`config.mk`:
```
export PLATFORM = sky130hd
export DESIGN_NAME = tach_period_meter
export DESIGN_NICKNAME = d
export VERILOG_FILES = /design/src/rtl/tpm_pkg.sv /design/src/rtl/tpm_edge_filter.sv /design/src/rtl/tpm_ctrl.sv /design/src/rtl/tpm_datapath.sv /design/src/rtl/tach_period_meter.sv
export SDC_FILE = /design/constraint.sdc
export NUM_CORES = 1
export LEC_CHECK = 0
export BUFFER_PORTS_ARGS = -buffer_cell sky130_fd_sc_hd__buf_2
export CORE_MARGIN = 4
export CORE_UTILIZATION = 47
export CTS_BUF_LIST = sky130_fd_sc_hd__clkbuf_2 sky130_fd_sc_hd__clkbuf_4 sky130_fd_sc_hd__clkbuf_8
export CTS_CLUSTER_SIZE = 8
export DETAILED_ROUTE_END_ITERATION = 12
export PLACE_DENSITY = 0.78
export RECOVER_POWER = 50
export SLEW_MARGIN = 20
export SYNTH_ARGS = -nofsm -noshare
export SYNTH_HDL_FRONTEND = slang
export SYNTH_SLANG_ARGS = --single-unit
```
`constraint.sdc`:
```
create_clock -name clk -period 4.7 [get_ports clk]
set_clock_uncertainty 0.1 [all_clocks]
set_input_delay 0.47 -clock clk [delete_from_list [all_inputs] [get_ports clk]]
set_output_delay 0.47 -clock clk [all_outputs]
set_load 0.01 [all_outputs]
```
`src/rtl/tpm_pkg.sv`:
```
package tpm_pkg;
  localparam int SEL_W   = 3;
  localparam int MAX_LOG = 5;
  localparam int PER_W   = MAX_LOG + 1;

  typedef struct packed {
    logic clearCnt;
    logic latchCnt;
  } tpm_strobe_t;

  function automatic logic [PER_W-1:0] periodTarget(input logic [SEL_W-1:0] sel);
    logic [PER_W-1:0] one;
    one = PER_W'(1);
    if (sel > SEL_W'(MAX_LOG)) return one << MAX_LOG;
    return one << sel;
  endfunction
endpackage

```
`src/rtl/tpm_edge_filter.sv`:
```
module tpm_edge_filter #(
  parameter int LIMIT_W = 16
) (
  input  logic               clk,
  input  logic               rstN,
  input  logic               tachIn,
  input  logic [LIMIT_W-1:0] glitchLimit,
  output logic               qualRise
);
  logic               syncA, syncB;
  logic               filtLvl;
  logic [LIMIT_W-1:0] runCnt;
  logic               differ, reached, flip;

  always_ff @(posedge clk) begin
    if (!rstN) begin
      syncA <= 1'b0;
      syncB <= 1'b0;
    end else begin
      syncA <= tachIn;
      syncB <= syncA;
    end
  end

  always_comb begin
    differ   = (syncB != filtLvl);
    reached  = ({1'b0, runCnt} + (LIMIT_W+1)'(1)) >= {1'b0, glitchLimit};
    flip     = differ && reached;
    qualRise = flip && syncB;
  end

  always_ff @(posedge clk) begin
    if (!rstN) begin
      filtLvl <= 1'b0;
      runCnt  <= '0;
    end else if (!differ) begin
      runCnt <= '0;
    end else if (flip) begin
      runCnt  <= '0;
      filtLvl <= syncB;
    end else if (runCnt != '1) begin
      runCnt <= runCnt + LIMIT_W'(1);
    end
  end

  AST_FILTER_FOLLOWS: assert property (@(posedge clk) disable iff (!rstN)
    !$stable(filtLvl) |-> filtLvl == $past(syncB));
endmodule

```
`src/rtl/tpm_ctrl.sv`:
```
module tpm_ctrl
  import tpm_pkg::*;
(
  input  logic             clk,
  input  logic             rstN,
  input  logic             qualRise,
  input  logic [SEL_W-1:0] periodSel,
  output tpm_strobe_t      strobes
);
  logic [SEL_W-1:0] prevSel;
  logic             armed;
  logic [PER_W-1:0] periodsDone;
  logic [PER_W-1:0] target;
  logic             selChanged, lastPeriod;

  always_comb begin
    selChanged = (periodSel != prevSel);
    target     = periodTarget(periodSel);
    lastPeriod = (periodsDone + PER_W'(1)) == target;
    strobes    = '0;
    if (selChanged) begin
      strobes.clearCnt = 1'b1;
    end else if (qualRise) begin
      if (!armed) begin
        strobes.clearCnt = 1'b1;
      end else if (lastPeriod) begin
        strobes.clearCnt = 1'b1;
        strobes.latchCnt = 1'b1;
      end
    end
  end

  always_ff @(posedge clk) begin
    if (!rstN) begin
      prevSel     <= '0;
      armed       <= 1'b0;
      periodsDone <= '0;
    end else begin
      prevSel <= periodSel;
      if (selChanged) begin
        armed       <= 1'b0;
        periodsDone <= '0;
      end else if (qualRise) begin
        armed <= 1'b1;
        if (!armed || lastPeriod) periodsDone <= '0;
        else                      periodsDone <= periodsDone + PER_W'(1);
      end
    end
  end

  AST_ABORT_NO_LATCH: assert property (@(posedge clk) disable iff (!rstN)
    (periodSel != prevSel) |-> !strobes.latchCnt);
  AST_PERIOD_BOUND: assert property (@(posedge clk) disable iff (!rstN)
    periodsDone < periodTarget(prevSel) || !armed);
  AST_LATCH_NEEDS_ARM: assert property (@(posedge clk) disable iff (!rstN)
    strobes.latchCnt |-> armed && qualRise);
endmodule

```
`src/rtl/tpm_datapath.sv`:
```
module tpm_datapath
  import tpm_pkg::*;
#(
  parameter int CNT_W = 11
) (
  input  logic             clk,
  input  logic             rstN,
  input  logic             refTick,
  input  tpm_strobe_t      strobes,
  output logic [CNT_W-1:0] tachCount,
  output logic             countValid,
  output logic             countSat
);
  localparam logic [CNT_W-1:0] CNT_MAX = '1;

  logic [CNT_W-1:0] runCnt, cntNext;

  always_comb begin
    cntNext  = (refTick && runCnt != CNT_MAX) ? runCnt + CNT_W'(1) : runCnt;
    countSat = (runCnt == CNT_MAX);
  end

  always_ff @(posedge clk) begin
    if (!rstN) begin
      runCnt     <= '0;
      tachCount  <= '0;
      countValid <= 1'b0;
    end else begin
      countValid <= strobes.latchCnt;
      if (strobes.latchCnt) tachCount <= cntNext;
      runCnt <= strobes.clearCnt ? '0 : cntNext;
    end
  end

  AST_NO_WRAP: assert property (@(posedge clk) disable iff (!rstN)
    (runCnt == CNT_MAX && !strobes.clearCnt) |=> runCnt == CNT_MAX);
  AST_VALID_PULSE: assert property (@(posedge clk) disable iff (!rstN)
    countValid |=> !countValid);
  AST_HOLD_COUNT: assert property (@(posedge clk) disable iff (!rstN)
    !countValid |-> $stable(tachCount));
endmodule

```
`src/rtl/tach_period_meter.sv`:
```
module tach_period_meter
  import tpm_pkg::*;
#(
  parameter int CNT_W   = 11,
  parameter int LIMIT_W = 16
) (
  input  logic               clk,
  input  logic               rstN,
  input  logic               refTick,
  input  logic               tachIn,
  input  logic [SEL_W-1:0]   periodSel,
  input  logic [LIMIT_W-1:0] glitchLimit,
  output logic [CNT_W-1:0]   tachCount,
  output logic               countValid,
  output logic               countSat
);
  logic        qualRise;
  tpm_strobe_t strobes;

  tpm_edge_filter #(.LIMIT_W(LIMIT_W)) uFilter (
    .clk(clk), .rstN(rstN), .tachIn(tachIn),
    .glitchLimit(glitchLimit), .qualRise(qualRise)
  );

  tpm_ctrl uCtrl (
    .clk(clk), .rstN(rstN), .qualRise(qualRise),
    .periodSel(periodSel), .strobes(strobes)
  );

  tpm_datapath #(.CNT_W(CNT_W)) uPath (
    .clk(clk), .rstN(rstN), .refTick(refTick), .strobes(strobes),
    .tachCount(tachCount), .countValid(countValid), .countSat(countSat)
  );
endmodule

```
Yosys cells after proc, flatten, opt, wreduce, memory -nomap -nowiden
Index checks and enable logic that the tools add are counted.
{ "classes": {"n_reduce_logical": 9, "magnitude_cmp": 2, "n_eq_ne": 6, "addsub": 4, "bitwise_logic": 2, "shift": 1, "muxes": 11} }
{ "op_table": {"columns": ["op", "count"], "rows": [
  ["6-bit two-way mux", 3],
  ["16-bit by 1-bit adder with 17-bit output (second input constant)", 1],
  ["17-bit by 16-bit greater-or-equal comparator with 1-bit output", 1],
  ["16-bit by 1-bit adder with 16-bit output (second input constant)", 1],
  ["16-bit != test (second input constant)", 1],
  ["11-bit by 1-bit adder with 11-bit output (second input constant)", 1],
  ["11-bit equality test (second input constant)", 1],
  ["11-bit two-way mux", 1],
  ["11-bit != test (second input constant)", 1],
  ["6-bit by 1-bit adder with 6-bit output (second input constant)", 1],
  ["6-bit equality test", 1],
  ["1-bit by 3-bit left shift with 6-bit output (first input constant)", 1],
  ["1-bit two-way mux", 5],
  ["2-bit two-way mux", 2],
  ["2-bit OR reduction", 2],
  ["3-bit greater-than comparator (second input constant)", 1],
  ["1-bit logical AND", 3],
  ["3-bit != test", 1],
  ["3-bit OR reduction", 1],
  ["1-bit inverter", 2],
  ["2-bit AND reduction", 1],
  ["1-bit zero test", 1],
  ["1-bit logical OR", 1],
  ["1-bit != test", 1]
]} }
{ "word_totals": {"output_inout_bits": 13, "in_bits": 23, "reg_bits": 52} }

Depth between registers and ports, before layout
Gate-level depths: netlist of run 1.
{ "logic_depth": {"word_depth": 9, "ltp_mapped": 14, "depth_no_buf": 13} }

By module
Synthesis of run 1 repeated with hierarchy kept, for this count alone.
{ "hier_totals": {"hier_cells": 348, "hier_area_um2": 3095.5} }
{ "by_module_without_submodules": {"columns": ["mod", "area_per_inst_um2", "seq_area_each_um2", "n_inst", "cells_per_inst"], "rows": [
  ["tpm_edge_filter", 1361.3, 380.4, 1, 158],
  ["tpm_datapath", 1054.8, 460.4, 1, 115],
  ["tpm_ctrl", 679.4, 200.2, 1, 75]
]} }

Worst setup path after synthesis of run 1
OpenSTA, ideal clock, no wires.
{ "synth_timing": {"path_kind": "register to register", "from": "register uFilter.runCnt[0]", "to": "register uPath.tachCount[10]", "t_arrival_ps": 3141, "setup_time_ps": 120, "slack_ps": 1340, "stages_incl_launch_ff": 15, "required_ps": 4480, "period_less_slack_ps": 3360, "path_cell_list": "dfxtp_1 -> ha_1 -> nand3_1 -> nor2_1 -> and3_1 -> xnor2_1 -> inv_1 -> ha_1 -> nand4_1 -> nor4_1 -> o2111ai_1 -> o211a_1 -> or4_4 -> buf_6 -> mux2i_1"} }
{ "synth_via": {"elab_chain_cells": 6} }
{ "synth_lines": {"columns": ["item", "line_no", "source"], "rows": [
  ["start, declared", "tpm_edge_filter.sv:12", "logic [LIMIT_W-1:0] runCnt;"],
  ["start signal, assigned", "tpm_edge_filter.sv:42", "runCnt <= runCnt + LIMIT_W'(1);"],
  ["16-bit by 1-bit adder with 17-bit output", "tpm_edge_filter.sv:27", "reached = ({1'b0, runCnt} + (LIMIT_W+1)'(1)) >= {1'b0, glitchLimit};"],
  ["17-bit by 16-bit greater-or-equal comparator with 1-bit output", "tpm_edge_filter.sv:27", null],
  ["1-bit logical AND", "tpm_edge_filter.sv:28", "flip = differ && reached;"],
  ["1-bit logical AND", "tpm_edge_filter.sv:29", "qualRise = flip && syncB;"],
  ["2-bit two-way mux", "tpm_ctrl.sv:23", "end else if (qualRise) begin"],
  ["1-bit two-way mux", "tpm_ctrl.sv:21", "if (selChanged) begin"],
  ["end signal, assigned", "tpm_datapath.sv:30", "if (strobes.latchCnt) tachCount <= cntNext;"],
  ["end, declared", "tpm_datapath.sv:10", "output logic [CNT_W-1:0] tachCount,"]
]} }
No other way between the ends.
A chain may end at the register's enable or synchronous reset.

Final worst setup path of run 1
{ "layout_timing": {"from": "register uFilter.runCnt[0]", "to": "register uFilter.runCnt[14]"} }
{ "layout_via": {"elab_chain_cells": 4, "elab_cells_between_ends": 6} }
{ "layout_lines": {"columns": ["item", "line_no"], "rows": [
  ["16-bit by 1-bit adder with 17-bit output", "tpm_edge_filter.sv:27"],
  ["17-bit by 16-bit greater-or-equal comparator with 1-bit output", "tpm_edge_filter.sv:27"],
  ["1-bit logical AND", "tpm_edge_filter.sv:28"],
  ["3-bit OR reduction (no line)", null]
]} }
Several ways; a longest one is shown, not always the timed one.

==> results of run 1 <==
layout by cell type (no fill, tap or decap), drive strengths merged, types with 3 or more instances in the layout:
cell / instances
nor3: 7
ha: 19
a211oi: 4
nand2b: 4
xor2: 13
and4: 3
nand4: 11
nand3: 10
xnor2: 16
a21oi: 21
nor4: 4
clkbuf: 21
dfxtp: 52
nor2: 24
o21ai: 7
and2: 9
buf: 22
o221ai: 4
mux2i: 15
and3: 7
o211ai: 4
inv: 37
nor4b: 3
nand2: 54
nor2b: 4
state kept, by name, summed over array words and instances (netlist names):
register	flops
uCtrl.armed	1
uPath.countValid	1
uFilter.filtLvl	1
uFilter.syncB	1
uCtrl.periodsDone	6
uFilter.syncA	1
uFilter.runCnt	16
uCtrl.prevSel	3
uPath.runCnt	11
uPath.tachCount	11
cell families (layout without fill, tap and decap cells):
kind of cell               Yosys count  after routing  synth area share
adders and majority gates           19             19            0.0786
muxes                               17             17            0.0571
AOI/OAI and AO/OA                   54             54             0.117
and+or+nand+nor                    150            150             0.258
buffers and inverters               47             82            0.0608
DFF                                 52             52             0.344
xor gates and xnor gates            29             29            0.0840
critical path, stage by stage (launching register included):
cell and delay, ns:
dfxtp_1 0.43, ha_1 0.22, nand3_1 0.17, nor2_1 0.27, xnor2_1 0.18, inv_1 0.06
ha_1 0.29, nand4_1 0.10, nor3_1 0.06, a2111oi_0 0.72, o211a_1 0.32, nand3_1 0.47
nor3_1 0.34
per-layer routing:
layer	wire, um	vias to the layer above	global-route usage
met2	3050	41	0.304
met4	42	0	0.0330
li1	-	1346	-
met1	2760	1183	0.204
met5	0	-	0
met3	276	6	0.0354
power groups by stage:
stage	clock [mW]	combinational, mW	sequential, mW
after floorplan	0	0.0303	0.455
after global placement	0	0.0468	0.455
after detailed placement	0	0.0482	0.455
after CTS	0.317	0.0485	0.445
after global routing	0.336	0.0547	0.445
final	0.310	0.0479	0.445
cell type report:
class,instances,area share
clock buffer,6,0.0228
clock inverter,2,0.0104
inverter,37,0.0414
multi-input combinational,269,0.537
sequential,52,0.310
tap,75,0.0280
timing repair buffer,37,0.0504
worst paths after layout:
check / endpoint / startpoint / slack [ns]
worst max-delay path: uFilter.runCnt[14] / uFilter.runCnt[0] / 0.90
worst min-delay path: uFilter.syncA / tachIn / 0.30
worst max register to register: uFilter.runCnt[14] / uFilter.runCnt[0] / 0.90
worst min register to register: uFilter.syncB / uFilter.syncA / 0.34
metrics by stage:
stage / total power [mW] / hold slack, ns / setup slack, ns / utilization / std cells
6_report: 0.802 / 0.303 / 0.904 / 0.550 / 478
5_1_grt: 0.836 / 0.314 / 0.407 / 0.550 / 478
3_5_place_dp: 0.503 / 0.323 / 0.920 / 0.536 / 470
4_1_cts: 0.810 / 0.284 / 0.881 / 0.554 / 478
2_1_floorplan: 0.485 / 0.312 / 1.34 / - / 368
3_3_place_gp: 0.501 / 0.314 / 1.03 / 0.536 / 470
==> impl_results.md, run 1 <==
* Combinational power share at 0.060
* Tot GR Track Use at 0.167
* P_leak at 1.53 nW
* Vias at 2576
* #FFs+latches synth at 52
* CTS tree: done
* Post-synth top area cell: dfxtp_1
* Post-route clock period utilization at 0.808
* Rel. slew slack at 0.238
* Power Density at 239 mW/mm2
* Worst Path Max Fanout at 16
* DR pass1 iterations at 4
* CTS Buf Count at 5
* Final instance area at 0.00335 mm2
* Final WL at 6130 um
* H-tree depth at 2
* Fillers at 581
* P&R area growth vs syn at 10.9%
* Multi-input logic area at 0.00180 mm2
* WL per Instance at 12.8 um
* Final net count at 444
* Nature of the critical path endpoint: flip-flop
* RSZ-0062 raised after global routing: no
* Die Ht at 88.2 um
* Hold-fix buffers, CTS at 0
* Share of Yosys cell area claimed by the top area cell type at 0.344
* Die X at 88.2 um
* Starting Density at 0.496
* Tmin final at 3.80 ns
* Final Max Tran Viols at 0
* Clock share of power at 0.386
* DP Area at 0.00326 mm2
* Crit path kind: reg2reg
* Synth cell count leaders: 53 x nand2_1, 52 x dfxtp_1, 37 x inv_1
* # resized after CTS at 0
* Synth Net Count at 410
* Achievable Freq at 263 MHz
* Register cell area after layout at 0.00104 mm2
* P_int at 0.627 mW
* Worst skew pair latency at 0.30 ns
* Fin. Hold Viols at 0
* CORE AREA at 0.00610 mm2
* Clk pin slew, worst setup/hold paths at 0.09 ns
* CTS max path bufs at 2
* Worst setup SP type: flip-flop
* Sequential share of the synthesized area at 0.344
* Post-route ant nets at 0
* Site Rows at 28
* Post-DP HPWL at 4650 um
* Worst vdd ir at 0.000181 V
* First-pass GRT wire length at 10600 um
* Mean Syn Cell Area at 8.22 um2
* # DRC at 0
* Post-CTS setup buffer count at 0
* Number of diodes at 0
* Clock root buffer: clkbuf_8
* Worst R2R Path Depth at 12
* GPL Wtd Cong at 0.778
* Ys async rst share at 0
* EDFF count, synth at 0
* Top_reg_cell synth: dfxtp_1
* Number of buffers added on ports at 35
* Critical Path RT at 4.83 ns
* Post-synthesis cell type count at 51
* Setup Total Neg Slack at 0 ns
* Worst min path class: in2reg
* Die footprint at 0.00778 mm2
* Max_cap viols at 0
* Net Sw Power at 0.176 mW
* Synth top area cells: dfxtp_1 34%, ha_1 7.9%, nand2_1 6.6%, mux2i_1 5.0%, xnor2_1 4.6%
* Most common cell in the netlist: nand2_1
* Status: complete, no violations
* Grt ovf at 0
* Drt initial violations at 109
* Pin count of the biggest net entering global routing at 32
* Fraction of layout instances using a drive strength above 1 at 0.102
* Syn Inst Count at 368
* Number of global-route vias before repair at 2471
* Net Sw Frac at 0.219
* CTS Sinks at 52
* Hold path cells at 2
* Initial antenna violation count at 0
* Vias per cell at 5.39
* Io pins at 36
* Slew @ Worst Pin at 1.14 ns
* Synth Warn # at 0
* Setup-failing EPs final at 0
* Post-Syn Area at 0.00303 mm2
* Flop pwr share at 0.554
* Critical Path AT at 3.92 ns
(Power assumes the default switching activity.)
==> run 2: changes to the inputs <==
--- a/config.mk
+++ b/config.mk
@@ -11,7 +11,7 @@
 export CTS_BUF_LIST = sky130_fd_sc_hd__clkbuf_2 sky130_fd_sc_hd__clkbuf_4 sky130_fd_sc_hd__clkbuf_8
 export CTS_CLUSTER_SIZE = 8
 export DETAILED_ROUTE_END_ITERATION = 12
-export PLACE_DENSITY = 0.78
+export PLACE_DENSITY = 0.8
 export RECOVER_POWER = 50
 export SLEW_MARGIN = 20
 export SYNTH_ARGS = -nofsm -noshare
==> constraint.sdc (replaced) <==
create_clock -name clk -period 3.13 [get_ports clk]
set_clock_uncertainty 0.1 [all_clocks]
set_input_delay 0.313 -clock clk [delete_from_list [all_inputs] [get_ports clk]]
set_output_delay 0.313 -clock clk [all_outputs]
set_load 0.01 [all_outputs]
==> run 2 against run 1 <==
The flow now finishes with violations (setup timing). Via count grew 10%. Combinational power up 78%. Critical path depth increased by 2. Non-clock buffer count is 27 higher. Sequential cell count unchanged. Largest cell class unchanged. Hold slack lost 0.20 ns. Sequential share of layout area decreased by 3.2 points. Clock power grew 28%.
==> impl_results.md, run 2 (synthesis results as in run 1) <==
* Worst skew pair latency at 0.31 ns (was 0.30 ns)
* Clk pin slew, worst setup/hold paths at 0.10 ns (was 0.09 ns)
* Achievable Freq at 313 MHz (was 263 MHz)
* Regs by FF count: uFilter.runCnt x16, uPath.runCnt x11, uPath.tachCount x11 (unchanged)
* Final net count at 472 (was 444)
* Worst vdd ir at 0.000191 V (was 0.000181 V)
* Setup-failing EPs final at 11 (was 0)
* Number of global-route vias before repair at 2731 (was 2471)
* Power Density at 302 mW/mm2 (was 239 mW/mm2)
* CTS Sinks at 52 (unchanged)
* Cells along the critical path: ha_4 -> nand3_4 -> nor2_4 -> buf_6 -> xnor2_1 -> inv_1 -> ha_4 -> nand4_1 -> nor3_2 -> a2111oi_2 -> buf_4 -> o211a_4 -> or4_4 -> mux2i_1 (was ha_1 -> nand3_1 -> nor2_1 -> xnor2_1 -> inv_1 -> ha_1 -> nand4_1 -> nor3_1 -> a2111oi_0 -> o211a_1 -> nand3_1 -> nor3_1)
* Slowest-stage cell, CP: or4_4 (was a2111oi_0)
* Post-layout utilization of the core at 0.624 (was 0.550)
* Die Ht at 88.2 um (unchanged)
* Max_cap viols at 0 (unchanged)
* CTS Buf Count at 5 (unchanged)
* Status: finished with violations (was complete, no violations)
* CTS tree: done (unchanged)
* Worst Path Max Fanout at 6 (was 16)
* Nature of the critical path endpoint: flip-flop (unchanged)
* WL per Instance at 14.5 um (was 12.8 um)
* Die footprint at 0.00778 mm2 (unchanged)
* Rel. slew slack at 0.190 (was 0.238)
* Critical Path AT at 3.30 ns (was 3.92 ns)
* CTS max path bufs at 2 (unchanged)
* Slew @ Worst Pin at 1.20 ns (was 1.14 ns)
* Final Max Tran Viols at 0 (unchanged)
* Number of diodes at 0 (unchanged)
* Grt ovf at 0 (unchanged)
* P&R area growth vs syn at 25.7% (was 10.9%)
* Pin count of the biggest net entering global routing at 31 (was 32)
* Hold-fix buffers, CTS at 0 (unchanged)
* Post-place setup slack at -0.139 ns (was 0.920 ns)
* Worst min path class: in2reg (unchanged)
* RSZ-0062 raised after global routing: yes (was no)
* Tot GR Track Use at 0.191 (was 0.167)
* Post-route ant nets at 0 (unchanged)
* Tmin final at 3.19 ns (was 3.80 ns)
* Crit path kind: reg2reg (unchanged)
* Starting Density at 0.496 (unchanged)
* Clock root buffer: clkbuf_8 (unchanged)
* Post-route worst setup slack at -0.0601 ns (was 0.904 ns)
* CORE AREA at 0.00610 mm2 (unchanged)
* Biggest register: uFilter.runCnt (unchanged)
* Final WL at 7330 um (was 6130 um)
* GPL Wtd Cong at 0.887 (was 0.778)
* Cell repeated most along the worst path: ha_4
* Max reg flops at 16 (unchanged)
* DR pass1 iterations at 4 (unchanged)
* Io pins at 36 (unchanged)
* Fillers at 533 (was 581)
* Critical Path RT at 3.24 ns (was 4.83 ns)
* H-tree depth at 2 (unchanged)
* Initial antenna violation count at 0 (unchanged)
* P_leak at 1.73 nW (was 1.53 nW)
* Vias per cell at 5.61 (was 5.39)
* Die X at 88.2 um (unchanged)
* Drt initial violations at 190 (was 109)
* Fraction of layout instances using a drive strength above 1 at 0.267 (was 0.102)
* Post-DP HPWL at 4860 um (was 4650 um)
* Worst setup SP type: flip-flop (unchanged)
* Site Rows at 28 (unchanged)
* Most frequent cells in the layout: 53 x nand2_1, 45 x dfxtp_1, 36 x inv_1 (was 53 x nand2_1, 52 x dfxtp_1, 37 x inv_1)
* Failing checks: setup timing
* Number of buffers added on ports at 35 (unchanged)
* Commonest non-fill, non-tap cell in the layout: nand2_1 (unchanged)
* Vias at 2837 (was 2576)
* Fin. Hold Viols at 0 (unchanged)
* # DRC at 0 (unchanged)
* First-pass GRT wire length at 12000 um (was 10600 um)
* Max stage delay on crit path at 0.51 ns (was 0.72 ns)
* Post-route clock period utilization at 1.02 (was 0.808)
-- run 2: metrics by stage --
step           hold WS, ns  setup TNS, ns  instances  area, um2  power, mW
2_1_floorplan        0.312              0        368       3050      0.728
3_3_place_gp         0.316         -0.189        487       3430      0.755
3_5_place_dp         0.324          -2.88        487       3430      0.759
4_1_cts             0.0987         -0.552        500       3610       1.14
5_1_grt             0.0980          -5.48        506       3800       1.19
6_report             0.101         -0.490        506       3800       1.15
-- run 2: power breakdown --
group	internal [mW]	total [mW]	leakage, nW	switching, mW
registers	0.663	0.665	0.424	0.00248
clock network	0.159	0.398	0.0445	0.239
logic	0.0363	0.0852	1.26	0.0489
-- run 2: layout make-up --
type | count | area, um2 | share of cell area
Sequential cell | 52 | 1060 | 0.278
Clock buffer | 5 | 68.8 | 0.0181
Inverter | 37 | 139 | 0.0365
Clock inverter | 3 | 21.3 | 0.00559
Tap cell | 75 | 93.8 | 0.0247
Multi-Input combinational cell | 270 | 2010 | 0.528
Timing Repair Buffer | 64 | 415 | 0.109
-- run 2: layer usage --
layer | vias to the layer above | GRT usage | share of wire
met5 | - | 0 | 0
met4 | 0 | 0.0591 | 0.017
met3 | 12 | 0.0223 | 0.037
met2 | 72 | 0.351 | 0.52
met1 | 1361 | 0.233 | 0.43
li1 | 1392 | - | -
-- run 2: worst paths after layout --
kind	startpoint	to	slack, ns	depth (start not counted)
max reg2reg	uFilter.runCnt[0]	uPath.tachCount[10]	-0.06	14
min	tachIn	uFilter.syncA	0.10	2
max	uFilter.runCnt[0]	uPath.tachCount[10]	-0.06	14
min reg2reg	uFilter.syncA	uFilter.syncB	0.34	1
-- run 2: worst max-delay path, delay by kind of cell, from the launching register on --
family                   cells  cell delay, ns
XOR/XNOR                     1            0.13
AO/OA/AOI/OAI                2            0.31
flip-flops                   1            0.38
adder cells (fa/ha/maj)      2            0.43
AND/OR/NAND/NOR              5            1.18
buffers and inverters        3            0.39
multiplexers                 1            0.15
-- run 2: what timing repair did --
action | 4_1_cts | 5_1_grt
buffers inserted | 4 | 6
gates cloned | 1 | 0
gates resized for setup | 14 | 25
pin swaps | 1 | 13
endpoints found under the setup margin | 28 | 47
==> run 3: changes to the inputs <==
--- a/config.mk
+++ b/config.mk
@@ -11,9 +11,8 @@
 export CTS_BUF_LIST = sky130_fd_sc_hd__clkbuf_2 sky130_fd_sc_hd__clkbuf_4 sky130_fd_sc_hd__clkbuf_8
 export CTS_CLUSTER_SIZE = 8
 export DETAILED_ROUTE_END_ITERATION = 12
-export PLACE_DENSITY = 0.8
+export PLACE_DENSITY = 0.78
 export RECOVER_POWER = 50
-export SLEW_MARGIN = 20
 export SYNTH_ARGS = -nofsm -noshare
 export SYNTH_HDL_FRONTEND = slang
 export SYNTH_SLANG_ARGS = --single-unit
==> constraint.sdc (replaced) <==
create_clock -name clk -period 3.4 [get_ports clk]
set_clock_uncertainty 0.1 [all_clocks]
set_input_delay 0.34 -clock clk [delete_from_list [all_inputs] [get_ports clk]]
set_output_delay 0.34 -clock clk [all_outputs]
set_load 0.01 [all_outputs]
==> run 3 against run 2 <==
Clock power increased by 6.8%. Combinational power down 15%. The run still ends with setup timing left. Largest power group unchanged. Critical path type unchanged. Register-to-register slack gained 0.05 ns.
==> impl_results.md, run 3 (synthesis results as in run 1) <==
* P_leak at 1.63 nW (was 1.73 nW)
* First-pass GRT wire length at 11200 um (was 12000 um)
* H-tree depth at 2 (unchanged)
* Post-place setup slack at -0.117 ns (was -0.139 ns)
* Tmin final at 3.41 ns (was 3.19 ns)
* Post-route worst setup slack at -0.00636 ns (was -0.0601 ns)
* Regs by FF count: uFilter.runCnt x16, uPath.runCnt x11, uPath.tachCount x11 (unchanged)
* PnR Total Power at 1.11 mW (was 1.15 mW)
* Net Sw Power at 0.242 mW (was 0.290 mW)
* Post-route clock period utilization at 1.00 (was 1.02)
* Worst setup SP type: flip-flop (unchanged)
* Final net count at 464 (was 472)
* Cells along the critical path: ha_2 -> nand3_2 -> nor2_2 -> and3_4 -> xnor2_1 -> inv_1 -> ha_1 -> nand4_1 -> nor4_2 -> o2111ai_2 -> o211a_1 -> or4_4 -> mux2i_1 (was ha_4 -> nand3_4 -> nor2_4 -> buf_6 -> xnor2_1 -> inv_1 -> ha_4 -> nand4_1 -> nor3_2 -> a2111oi_2 -> buf_4 -> o211a_4 -> or4_4 -> mux2i_1)
* Rel. slew slack at 0.423 (was 0.190)
* Drt initial violations at 151 (was 190)
* Number of global-route vias before repair at 2645 (was 2731)
* Slew @ Worst Pin at 0.852 ns (was 1.20 ns)
* Grt ovf at 0 (unchanged)
* Post-route ant nets at 0 (unchanged)
* Flop pwr share at 0.552 (was 0.579)
* Io pins at 36 (unchanged)
* Max stage delay on crit path at 0.64 ns (was 0.51 ns)
* Clk pin slew, worst setup/hold paths at 0.09 ns (was 0.10 ns)
* Placed cells at 482 (was 487)
* RSZ-0062 raised after global routing: yes (unchanged)
* Number of diodes at 0 (unchanged)
* Commonest non-fill, non-tap cell in the layout: nand2_1 (unchanged)
* Post-layout utilization of the core at 0.593 (was 0.624)
* Status: finished with violations (unchanged)
* Max reg flops at 16 (unchanged)
* Vias at 2714 (was 2837)
* Crit path kind: reg2reg (unchanged)
* CORE AREA at 0.00610 mm2 (unchanged)
* Hold-fix buffers, CTS at 0 (unchanged)
* Final WL at 6810 um (was 7330 um)
* Nature of the critical path endpoint: flip-flop (unchanged)
* Initial antenna violation count at 0 (unchanged)
* Worst Path Max Fanout at 6 (unchanged)
* Net Sw Frac at 0.218 (was 0.253)
* Post-DP HPWL at 4900 um (was 4860 um)
* CTS Sinks at 52 (unchanged)
* Fin. Hold Viols at 0 (unchanged)
* Die footprint at 0.00778 mm2 (unchanged)
* CTS Buf Count at 5 (unchanged)
* GPL Wtd Cong at 0.843 (was 0.887)
* Die X at 88.2 um (unchanged)
* Starting Density at 0.496 (unchanged)
* DR pass1 iterations at 4 (unchanged)
* Critical path buffer and inverter count at 1 (was 3)
* Critical Path RT at 3.49 ns (was 3.24 ns)
* Fraction of layout instances using a drive strength above 1 at 0.187 (was 0.267)
* Die Ht at 88.2 um (unchanged)
* Combinational power share at 0.065 (was 0.074)
* Achievable Freq at 294 MHz (was 313 MHz)
* Number of buffers added on ports at 35 (unchanged)
* Biggest register: uFilter.runCnt (unchanged)
* Setup Total Neg Slack at -0.00636 ns (was -0.490 ns)
* Fillers at 554 (was 533)
* Worst vdd ir at 0.000289 V (was 0.000191 V)
* Vias per cell at 5.45 (was 5.61)
* Worst min path class: in2reg (unchanged)
* Crit path max-delay family: simple AND/OR/NAND/NOR gates (unchanged)
* P&R area growth vs syn at 19.4% (was 25.7%)
* Final cell count without fillers at 498 (was 506)
* Slowest-stage cell, CP: or4_4 (unchanged)
* WL per Instance at 13.7 um (was 14.5 um)
* Tot GR Track Use at 0.175 (was 0.191)
* Power Density at 308 mW/mm2 (was 302 mW/mm2)
* Max_cap viols at 0 (unchanged)
* Most frequent cells in the layout: 53 x nand2_1, 48 x dfxtp_1, 37 x inv_1 (was 53 x nand2_1, 45 x dfxtp_1, 36 x inv_1)
* Worst skew pair latency at 0.30 ns (was 0.31 ns)
* CTS tree: done (unchanged)
* P_int at 0.869 mW (was 0.858 mW)
* Setup-failing EPs final at 1 (was 11)
* CTS max path bufs at 2 (unchanged)
* Final Max Tran Viols at 0 (unchanged)
* # DRC at 0 (unchanged)
* Clock share of power at 0.382 (was 0.347)
* Critical Path AT at 3.50 ns (was 3.30 ns)
* Failing checks: setup timing (unchanged)
* Pin count of the biggest net entering global routing at 32 (was 31)
* Site Rows at 28 (unchanged)
* Clock root buffer: clkbuf_8 (unchanged)
-- run 3: routing by layer --
layer | global-route usage | share of wire | vias to the layer above
met5 | 0 | 0 | -
met4 | 0.0522 | 0.013 | 0
met3 | 0.0270 | 0.039 | 13
li1 | - | - | 1384
met1 | 0.206 | 0.42 | 1262
met2 | 0.324 | 0.52 | 55
-- run 3: path summary, 6_finish.rpt --
check        slack, ns            endpoint              start  depth (start not counted)
max             -0.006  uPath.tachCount[2]  uFilter.runCnt[0]                         13
min               0.14       uFilter.syncA             tachIn                          2
max reg2reg     -0.006  uPath.tachCount[2]  uFilter.runCnt[0]                         13
min reg2reg       0.36       uFilter.syncB      uFilter.syncA                          1
-- run 3: timing repair --
item,4_1_cts,5_1_grt
setup buffers,0,7
endpoints found under the setup margin,12,45
pin swaps,1,12
gates cloned,0,1
gates resized for setup,1,19
-- run 3: power groups by stage --
stage,Combinational (mW),Sequential [mW],Clock (mW)
floorplan,0.0419,0.628,0
global placement,0.0660,0.629,0
detailed placement,0.0686,0.629,0
CTS,0.0690,0.614,0.433
global route,0.0826,0.614,0.462
finish,0.0727,0.614,0.425
-- run 3: layout make-up --
class	instances	area, um2	share of cell area
Clock buffer	6	76.3	0.0211
Clock inverter	2	35.0	0.00970
Inverter	37	139	0.0384
Multi-Input combinational cell	270	1890	0.523
Sequential cell	52	1050	0.290
Tap cell	75	93.8	0.0260
Timing Repair Buffer	56	329	0.0911
-- run 3: per-stage QoR --
| stage | cell area, um2 | hold WS, ns |
|---|---|---|
| after CTS | 3480 | 0.128 |
| after global routing | 3610 | 0.140 |
| after global placement | 3370 | 0.336 |
| after floorplan | 3030 | 0.312 |
| final | 3610 | 0.136 |
| after detailed placement | 3370 | 0.335 |
